[config.mk]
export PLATFORM = sky130hd
export DESIGN_NAME = shram_decoder
export DESIGN_NICKNAME = d
export VERILOG_FILES = /design/src/rtl/shram_pkg.sv /design/src/rtl/shram_phase_gen.sv /design/src/rtl/shram_addr_decode.sv /design/src/rtl/shram_bus_ctrl.sv /design/src/rtl/shram_decoder.sv
export SDC_FILE = /design/constraint.sdc
export NUM_CORES = 1
export LEC_CHECK = 0
export BUFFER_PORTS_ARGS = -buffer_cell sky130_fd_sc_hd__buf_2
export CORE_MARGIN = 2
export CORE_UTILIZATION = 28
export CTS_BUF_LIST = sky130_fd_sc_hd__clkbuf_16
export CTS_CLUSTER_SIZE = 14
export DETAILED_ROUTE_END_ITERATION = 10
export PLACE_DENSITY = 0.87
export SYNTH_ARGS = -nofsm -noshare
export SYNTH_HDL_FRONTEND = slang
export SYNTH_SLANG_ARGS = --single-unit
[constraint.sdc]
create_clock -name clk -period 1.4 [get_ports clk]
set_input_delay 0.14 -clock clk [delete_from_list [all_inputs] [get_ports clk]]
set_output_delay 0.14 -clock clk [all_outputs]
set_load 0.1 [all_outputs]
[src/rtl/shram_pkg.sv]
package shram_pkg;
  localparam int DEC_W = 20;

  typedef enum logic [2:0] {
    RG_NONE   = 3'd0,
    RG_RAM    = 3'd1,
    RG_ROM    = 3'd2,
    RG_SCROLL = 3'd3,
    RG_PERIPH = 3'd4
  } region_e;

  localparam logic [DEC_W-1:0] RAM_LO    = 20'h00000;
  localparam logic [DEC_W-1:0] RAM_HI    = 20'h3FFFF;
  localparam logic [DEC_W-1:0] ROM_LO    = 20'h80000;
  localparam logic [DEC_W-1:0] ROM_HI    = 20'h8FFFF;
  localparam logic [DEC_W-1:0] SCROLL_LO = 20'hBF000;
  localparam logic [DEC_W-1:0] SCROLL_HI = 20'hBFFFF;
  localparam logic [DEC_W-1:0] PERIPH_LO = 20'hFF000;
  localparam logic [DEC_W-1:0] PERIPH_HI = 20'hFFFFF;
endpackage

[src/rtl/shram_phase_gen.sv]
module shram_phase_gen (
  input  logic clk,
  input  logic rst_n,
  output logic phi2
);
  logic sync_q1, sync_q2;
  logic phi2_q, phi2_d, phi2_en;

  // reset release synchroniser
  always_ff @(posedge clk or negedge rst_n) begin
    if (!rst_n) begin
      sync_q1 <= 1'b0;
      sync_q2 <= 1'b0;
    end else begin
      sync_q1 <= 1'b1;
      sync_q2 <= sync_q1;
    end
  end

  always_comb begin
    phi2_en = sync_q2;
    phi2_d  = ~phi2_q;
  end

  always_ff @(posedge clk or negedge rst_n) begin
    if (!rst_n)       phi2_q <= 1'b0;
    else if (phi2_en) phi2_q <= phi2_d;
  end

  assign phi2 = phi2_q;
endmodule

[src/rtl/shram_addr_decode.sv]
module shram_addr_decode
  import shram_pkg::*;
#(
  parameter int ADDR_W = 24
) (
  input  logic [ADDR_W-1:0] addr,
  output region_e           region,
  output logic              odd
);
  logic [DEC_W-1:0] a;

  always_comb begin
    a   = addr[DEC_W-1:0];
    odd = a[0];
    if (a <= RAM_HI)                          region = RG_RAM;
    else if (a >= ROM_LO && a <= ROM_HI)      region = RG_ROM;
    else if (a >= SCROLL_LO && a <= SCROLL_HI) region = RG_SCROLL;
    else if (a >= PERIPH_LO)                  region = RG_PERIPH;
    else                                      region = RG_NONE;
  end
endmodule

[src/rtl/shram_bus_ctrl.sv]
module shram_bus_ctrl
  import shram_pkg::*;
#(
  parameter int RAM_AW = 18,
  parameter int ADDR_W = 24
) (
  input  logic              phi2,
  input  region_e           region,
  input  logic              odd,
  input  logic              rw_n,
  input  logic [ADDR_W-1:0] cpu_addr,
  input  logic [RAM_AW-1:0] vid_addr,
  output logic [RAM_AW-1:0] ram_addr,
  output logic              ram_ce_n,
  output logic              ram_oe_n,
  output logic              ram_we_n,
  output logic              rom_ce_n,
  output logic              rom_oe_n,
  output logic              via_cs_n,
  output logic              scroll_we,
  output logic              fill_oe
);
  logic hit_ram, hit_rom, hit_via, hit_scr;

  always_comb begin
    hit_ram = phi2 && (region == RG_RAM);
    hit_rom = phi2 && (region == RG_ROM);
    hit_via = phi2 && (region == RG_PERIPH) && !odd;
    hit_scr = phi2 && (region == RG_SCROLL);

    if (phi2) begin
      ram_addr = cpu_addr[RAM_AW-1:0];
      ram_ce_n = !hit_ram;
      ram_oe_n = !(hit_ram && rw_n);
      ram_we_n = !(hit_ram && !rw_n);
    end else begin
      ram_addr = vid_addr;
      ram_ce_n = 1'b0;
      ram_oe_n = 1'b0;
      ram_we_n = 1'b1;
    end

    rom_ce_n  = !hit_rom;
    rom_oe_n  = !(hit_rom && rw_n);
    via_cs_n  = !hit_via;
    scroll_we = hit_scr && !rw_n;
    fill_oe   = phi2 && rw_n && !hit_ram && !hit_rom && !hit_via;
  end
endmodule

[src/rtl/shram_decoder.sv]
module shram_decoder
  import shram_pkg::*;
#(
  parameter int          ADDR_W  = 24,
  parameter int          RAM_AW  = 18,
  parameter int          RS_W    = 4,
  parameter int          SIDX_W  = 4,
  parameter int          DATA_W  = 8,
  parameter logic [7:0]  FILL    = 8'hFF
) (
  input  logic              clk,
  input  logic              rst_n,
  input  logic [ADDR_W-1:0] cpu_addr,
  input  logic              cpu_rw_n,
  input  logic [RAM_AW-1:0] vid_addr,
  output logic              phi2,
  output logic [RAM_AW-1:0] ram_addr,
  output logic              ram_ce_n,
  output logic              ram_oe_n,
  output logic              ram_we_n,
  output logic              rom_ce_n,
  output logic              rom_oe_n,
  output logic              via_cs_n,
  output logic [RS_W-1:0]   via_rs,
  output logic              scroll_we,
  output logic [SIDX_W-1:0] scroll_idx,
  output logic              fill_oe,
  output logic [DATA_W-1:0] fill_data
);
  region_e region;
  logic    odd;

  shram_phase_gen u_phase (
    .clk   (clk),
    .rst_n (rst_n),
    .phi2  (phi2)
  );

  shram_addr_decode #(.ADDR_W(ADDR_W)) u_dec (
    .addr   (cpu_addr),
    .region (region),
    .odd    (odd)
  );

  shram_bus_ctrl #(.RAM_AW(RAM_AW), .ADDR_W(ADDR_W)) u_ctrl (
    .phi2      (phi2),
    .region    (region),
    .odd       (odd),
    .rw_n      (cpu_rw_n),
    .cpu_addr  (cpu_addr),
    .vid_addr  (vid_addr),
    .ram_addr  (ram_addr),
    .ram_ce_n  (ram_ce_n),
    .ram_oe_n  (ram_oe_n),
    .ram_we_n  (ram_we_n),
    .rom_ce_n  (rom_ce_n),
    .rom_oe_n  (rom_oe_n),
    .via_cs_n  (via_cs_n),
    .scroll_we (scroll_we),
    .fill_oe   (fill_oe)
  );

  assign via_rs     = cpu_addr[RS_W:1];
  assign scroll_idx = cpu_addr[SIDX_W-1:0];
  assign fill_data  = FILL[DATA_W-1:0];
endmodule

Yosys cells after proc, flatten, opt, wreduce, memory -nomap -nowiden
Cells that the tools add are included.
{ "classes": {"n_reduce_logical": 23, "bitwise": 1, "mux": 8, "n_eq_ne": 4, "n_lt_le_gt_ge": 6} }
{ "ops": {"columns": ["op", "n"], "rows": [
  ["$ge 20x20->1 const B", 3],
  ["$le 20x20->1 const B", 2],
  ["$le 20x18->1 const B", 1],
  ["$mux 18", 1],
  ["$logic_and 1x1->1", 15],
  ["$mux 3", 4],
  ["$logic_not 1->1", 8],
  ["$eq 3x2->1 const B", 2],
  ["$eq 3x1->1 const B", 1],
  ["$eq 3x3->1 const B", 1],
  ["$mux 1", 3],
  ["$not 1->1", 1]
]} }
{ "totals": {"ff_bits": 3, "out_inout_bits": 43} }

Longest topological paths before layout
Gate-level depths: netlist (run 1).
{ "depth": {"ltp_word": 11, "ltp_mapped": 4, "depth_no_buf": 3} }

Cells and area by module
A second synthesis (run 1) with hierarchy kept.
{ "unflattened": {"hier_cells": 68, "area_unflattened_um2": 666.9} }
{ "modules_own_cells": {"columns": ["module", "area_per_inst_um2", "n_inst", "seq_area_each_um2", "cells_each"], "rows": [
  ["shram_bus_ctrl", 392.9, 1, 0.0, 36],
  ["shram_decoder", 123.9, 1, 0.0, 17],
  ["shram_phase_gen", 87.6, 1, 75.1, 5],
  ["shram_addr_decode", 62.6, 1, 0.0, 10]
]} }

Worst setup path before layout (run 1)
Ideal clock, no wire load.
{ "synth_path": {"path_kind": "flip-flop to output port", "startpoint": "reg u_phase.phi2_q, in the netlist u_phase.phi2", "endpoint": "out scroll_we", "path_slack_ns": -2.887, "t_required_ns": 1.260, "t_arrival_ns": 4.147, "path_stages_with_launch": 4, "path_cell_list": "dfrtp_1 -> buf_4 -> nand2b_1 -> nor4_1"} }
{ "synth_via": {"elab_chain_len": 2} }
{ "synth_rtl": {"columns": ["element", "line_no", "source"], "rows": [
  ["start, declared", "shram_phase_gen.sv:7", "logic phi2_q, phi2_d, phi2_en;"],
  ["start signal, assigned", "shram_phase_gen.sv:27", "else if (phi2_en) phi2_q <= phi2_d;"],
  ["$logic_and 1x1->1", "shram_bus_ctrl.sv:29", "hit_scr = phi2 && (region == RG_SCROLL);"],
  ["$logic_and 1x1->1", "shram_bus_ctrl.sv:46", "scroll_we = hit_scr && !rw_n;"],
  ["end, declared", "shram_decoder.sv:25", "output logic scroll_we,"]
]} }
No other way between the ends.

Worst setup path in the final report (run 1)
{ "layout_path": {"startpoint": "reg u_phase.phi2_q, in the netlist u_phase.phi2", "endpoint": "out fill_oe"} }
{ "layout_via": {"elab_chain_len": 5, "elab_cells_between_ends": 11, "cone_classes": "reduce/logical: 11"} }
{ "layout_rtl": {"columns": ["element", "line_no", "source"], "rows": [
  ["$logic_and 1x1->1", "shram_bus_ctrl.sv:26", "hit_ram = phi2 && (region == RG_RAM);"],
  ["$logic_not 1->1", "shram_bus_ctrl.sv:47", "fill_oe = phi2 && rw_n && !hit_ram && !hit_rom && !hit_via;"],
  ["$logic_and 1x1->1 (2 in a row)", "shram_bus_ctrl.sv:47", null],
  ["$logic_and 1x1->1 (*)", "shram_bus_ctrl.sv:47", null],
  ["end, declared", "shram_decoder.sv:27", "output logic fill_oe,"]
]} }
Every way passes the cells marked *; elsewhere a longest branch is shown, timed or not.

==> reports/qor.txt, run 1 <==
Outcome = finished with violations
Violated checks = setup timing
All-Layer GR Usage = 0.203
Core region area = 0.00178 mm²
Setup CP Type = register to primary output
DRT Pass-1 Iters = 4
Synthesized area per cell = 8.92 µm²
RD Place Congestion = 0.689
Crit Path Max Fanout = 3
Final WL = 2.37 mm
CTS root buf = clkbuf_16
Critical Path RT = 1260 ps
Synth Instances = 61
Drt wl/cell = 14.5 µm
Initial DRC count = 9
Die H = 48.1 µm
Max clock buf depth = 2
Vias = 736
# port buffers = 75
H-tree Lvls = 1
Min Tclk post-route = 1670 ps
Placed wire-length estimate = 1.99 mm
GRT overflow = 0
Max-cap violation count = 0
Clock skew = 0.339 ps
Die width = 48.1 µm
RSZ-0062 raised after global routing = yes
Clock slew at reported path FFs = 30 ps
Ports = 88
Startpoint Class = register
Most common cell after layout, fill and taps aside = buf_2
Most frequent cells in the layout = buf_2 (49), buf_12 (25), mux2_4 (10)
Initial antenna violation count = 0
Placed cell count = 158
Sequential fraction of the synthesis area = 0.138
Starting Density = 0.305
Layout cell share with drive strength beyond 1 = 0.826
Vias per cell = 4.52
CTS tree = done
Worst Hold Class = input port to async pin
CTS buffer count = 3
First-pass GRT wire length = 3.16 mm
CP Capture Type = primary output
Vias in the first global route = 724
N_diodes = 0
Num rows = 15
Post-route ant nets = 0
Final-stage net count = 184
Share of the synthesized area in the top cell type = 0.372
Max-slew violations = 0
Cell variety after synth = 21
Final Setup Violations = 26
Ranking of synthesized cells by area = mux2_2 (37%), buf_4 (23%), dfrtp_1 (14%), nand2b_1 (2.3%), or3_1 (2.3%)
DR DRC count = 0
Yosys synthesis warning count = 0
Worst VDD drop = 1.89 mV
Die ar. = 0.00231 mm²
Cell Area, Placed = 0.00134 mm²
Clock latency on the worst-skew pair = 220 ps
Setup Fix Bufs, Post-CTS = 0
Mapped Area = 544 µm²
Flops & latches, synth = 3
Fmax = 600 MHz
WP data arrival = 1530 ps
Area delta synth->final = 168%
Fin area = 0.00146 mm²
Fin cells = 163
Area leader, netlist = mux2_2
Leak Pwr = 0.754 nW
Final WS setup = -268 ps
Final period utilization = 1.19
Largest net degree at the start of global routing = 15
Fin. Hold Viols = 0
Total power = 4.11 mW
Power per cell area = 2810 mW/mm²
Sink Count = 3
## metrics by stage
step	TNS, ps	worst slack, ps	utilization	hold slack [ps]
after global routing	-4610	-287	0.819	260
final	-3930	-268	0.819	249
after floorplan	-7710	-679	-	-156
after global placement	-264	-146	0.752	-60.5
after CTS	-3800	-246	0.819	241
after detailed placement	-409	-179	0.752	-55.1
## logic make-up (layout without fill, tap and decap cells)
logic type      after synthesis  after routing  share of synthesized area
mux                          18             18                      0.372
xor+xnor                      1              1                     0.0161
simple gates                 15             15                      0.170
compound gates                3              3                     0.0368
buf+inv                      20             89                      0.260
other cells                   1              9                    0.00689
flops                         3              3                      0.138
## sequential cells by signal (all words and copies together), names as in the netlist
signal / count
u_phase.phi2: 1
u_phase.sync_q1: 1
u_phase.phi2_en: 1
## layer usage
metal / wire [µm] / track usage
met4: 0 / 0.0811
met3: 290 / 0.0593
met5: 0 / 0
met2: 1260 / 0.405
met1: 821 / 0.189
## layout make-up
| class | count | area (µm²) |
|---|---|---|
| clock inverters | 1 | 3.75 |
| inverters | 1 | 3.75 |
| multi-input cells | 46 | 437 |
| fillers | 106 | 323 |
| flip-flops and latches | 3 | 78.8 |
| well taps | 25 | 31.3 |
| repair buffers | 84 | 831 |
| clock buffers | 3 | 75.1 |
## critical path, cell delays in order, from the launching register on
cell and delay (ps):
dfrtp_4 420, nand4b_1 110, or4_4 430, and4_4 190, buf_12 160
## cells in the mapped netlist, drive strengths merged
library cell  count
buf              19
nand2b            2
nand4b            1
o21a              1
nor4              1
mux2             18
xor2              1
nor2              1
and4              1
conb              1
nand4             1
or3               2
a21o              1
dfrtp             3
inv               1
o21ai             1
nor2b             1
nand2             3
nand3             1
or4               1
## final timing paths
kind | depth (start not counted) | slack, ps | startpoint | to
setup / recovery | 4 | -270 | u_phase.phi2 | fill_oe
hold / removal | 2 | 250 | rst_n | u_phase.phi2
setup reg to reg | 2 | 480 | u_phase.phi2 | u_phase.phi2
hold reg to reg | 0 | 340 | u_phase.sync_q1 | u_phase.phi2_en
max in group asynchronous | 2 | 1020 | rst_n | u_phase.phi2
min in group clk | 0 | 340 | u_phase.sync_q1 | u_phase.phi2_en
## timing repair
action / in CTS / in global routing
setup endpoints to repair: 26 / 26
resized for setup: 8 / 0
hold buffers: 1 / 0
pin swaps: 2 / 0
endpoints found under the hold margin: 3 / 0
## report_power, final
group | total, mW | switching (mW) | leakage, nW | internal [mW]
clock network | 0.440 | 0.0727 | 0.0423 | 0.368
registers | 0.134 | 0.0184 | 0.0341 | 0.115
logic | 3.54 | 2.28 | 0.678 | 1.26
total | 4.11 | 2.37 | 0.754 | 1.74
Power figures use the tool's default switching activity.
==> run 2, diff against run 1 <==
==> constraint.sdc (replaced) <==
create_clock -name clk -period 1.4 [get_ports clk]
set_input_delay 0.21 -clock clk [delete_from_list [all_inputs] [get_ports clk]]
set_output_delay 0.21 -clock clk [all_outputs]
set_load 0.1 [all_outputs]
==> run 2 against run 1 <==
Against the previous run:
- the flow still finishes with violations (setup timing)
- global-route usage increased by 1.3 points
- non-clock buffer count did not move
- core utilization did not move
- clock power grew 3%
- cell area unchanged
- critical endpoint unchanged
- largest cell class unchanged
- largest power group unchanged
==> reports/qor.txt, run 2 (synthesized netlist as in run 1, its figures left out) <==
Die ar. = 0.00231 mm² (unchanged)
Critical Path Start = u_phase.phi2
First-pass GRT wire length = 3.33 mm (+5.2%)
Leak Pwr = 0.754 nW (unchanged)
Worst Hold Class = input port to async pin
Starting Density = 0.305 (unchanged)
Clock skew = 1.32 ps (+0.986 ps)
N_diodes = 0 (unchanged)
Worst Reg-to-Reg Cells = 2 (unchanged)
Num rows = 15 (unchanged)
Die H = 48.1 µm (unchanged)
CTS root buf = clkbuf_16
Critical Path Slowest Stage Cell = or4_4
Most common cell after layout, fill and taps aside = buf_2
WP buf/inv = 1 (unchanged)
Startpoint Class = register
Cell Area, Placed = 0.00134 mm² (unchanged)
Fmax = 582 MHz (-2.9%)
Post-route ant nets = 0 (unchanged)
Crit path max-delay family = simple AND/OR/NAND/NOR gates
Final WL = 2.43 mm (+2.5%)
Vias = 739 (+0.41%)
RSZ-0062 raised after global routing = yes
Drt wl/cell = 14.9 µm (+2.5%)
Max-slew violations = 0 (unchanged)
Clock latency on the worst-skew pair = 230 ps (about the same)
Core Util, Final = 0.819 (unchanged)
CP Depth = 4 (unchanged)
Setup Fix Bufs, Post-CTS = 0 (unchanged)
Combinational Power Share = 0.858 (-0.002)
Worst path cell trace = nand4b_1 -> or4_4 -> and4_4 -> buf_12
DR DRC count = 0 (unchanged)
GRT overflow = 0 (unchanged)
Layout cell share with drive strength beyond 1 = 0.826 (unchanged)
Placed wire-length estimate = 2.05 mm (+3.4%)
Power per cell area = 2820 mW/mm² (+0.11%)
Total power = 4.11 mW (+0.11%)
Outcome = finished with violations
Fin area = 0.00146 mm² (unchanged)
RD Place Congestion = 0.682 (-1.0%)
Initial antenna violation count = 0 (unchanged)
Worst VDD drop = 2.21 mV (+17%)
Die width = 48.1 µm (unchanged)
CTS buffer count = 3 (unchanged)
Final period utilization = 1.23 (+0.0352)
Area delta synth->final = 168% (unchanged)
Initial DRC count = 4 (-5)
Switching portion of total power = 0.576 (about the same)
R2R setup slack = 480 ps (about the same)
CTS tree = done
Psw = 2.37 mW (+0.16%)
# port buffers = 75 (unchanged)
Min Tclk post-route = 1720 ps (+49.3 ps)
Ports = 88 (unchanged)
Largest net degree at the start of global routing = 15 (unchanged)
CP Capture Type = primary output
Worst Hold Margin = 310 ps (+60.4 ps)
Clock slew at reported path FFs = 30 ps (about the same)
Final Setup Violations = 26 (unchanged)
WP data arrival = 1510 ps (-20 ps)
Crit path to = fill_oe
Final WS setup = -317 ps (-49.3 ps)
Reg2reg end = u_phase.phi2
Most frequent cells in the layout = buf_2 (49), buf_12 (25), mux2_4 (10)
Worst reg2reg path startpoint = u_phase.phi2
Setup CP Type = register to primary output
Fin. Hold Viols = 0 (unchanged)
Reg power frac = 0.032 (about the same)
All-Layer GR Usage = 0.216 (+0.0132)
DRT Pass-1 Iters = 3 (-1)
Critical Path RT = 1190 ps (-70 ps)
Max clock buf depth = 2 (unchanged)
H-tree Lvls = 1 (unchanged)
Vias per cell = 4.53 (+0.41%)
Final-stage net count = 184 (unchanged)
Violated checks = setup timing
Core region area = 0.00178 mm² (unchanged)
Crit Path Max Fanout = 3 (unchanged)
Pre-CTS setup slack = -272 ps (-92.6 ps)
Max-cap violation count = 0 (unchanged)
CP peak stage delay = 430 ps (about the same)
Clock power frac = 0.110 (+0.003)
Internal power = 1.74 mW (about the same)
Sink Count = 3 (unchanged)
Vias in the first global route = 743 (+2.6%)
run 2: cell counts in the layout (fill, tap and decap cells not counted):
No cell type changed its count.
run 2: per-layer routing:
| layer | track usage | up-vias | wire length, µm |
|---|---|---|---|
| met5 | 0 | - | 0 |
| met4 | 0.0649 | 0 | 11 |
| met3 | 0.0556 | 2 | 300 |
| met2 | 0.445 | 62 | 1320 |
| met1 | 0.203 | 332 | 794 |
| li1 | - | 343 | - |
run 2: cell type report:
cell class	instances	area, µm²
Clock buffer	3	75.1
Clock inverter	1	3.75
Fill cell	113	323
Inverter	1	3.75
Multi-Input combinational cell	46	437
Sequential cell	3	78.8
Tap cell	25	31.3
Timing Repair Buffer	84	831
run 2: worst reg2reg max path: stages (launching register included):
cell	delay, ps
dfrtp_4	470
buf_6	160
xor2_1	170
run 2: power by group through the flow:
stage	Combinational, mW	Clock, mW	Sequential [mW]
after floorplan	2.32	0	0.238
after global placement	3.45	0	0.126
after detailed placement	3.50	0	0.129
after CTS	3.55	0.462	0.131
after global routing	3.61	0.466	0.133
final	3.53	0.453	0.131
run 2: repair_timing:
| action | in CTS | in global routing |
|---|---|---|
| resized for setup | 8 | 0 |
| setup endpoints to repair | 26 | 26 |
| hold endpoints to repair | 3 | 0 |
| hold buffers | 1 | 0 |
| pin swaps | 2 | 0 |
run 2: through the flow:
stage                     setup TNS [ps]  cells
after floorplan                    -9530     69
after global placement              -648    158
after detailed placement            -822    158
after CTS                          -5830    163
after global routing               -6430    163
final                              -5610    163
run 2: worst min-delay path by stage:
stage          startpoint               to  slack [ps]  cells past startpoint
6_report            rst_n  u_phase.sync_q1         310                      2
5_1_grt             rst_n  u_phase.sync_q1         330                      2
4_1_cts             rst_n  u_phase.sync_q1         300                      2
3_5_place_dp        rst_n  u_phase.sync_q1          10                      1
3_3_place_gp        rst_n  u_phase.sync_q1          10                      1
2_1_floorplan       rst_n  u_phase.phi2_en         -90                      0
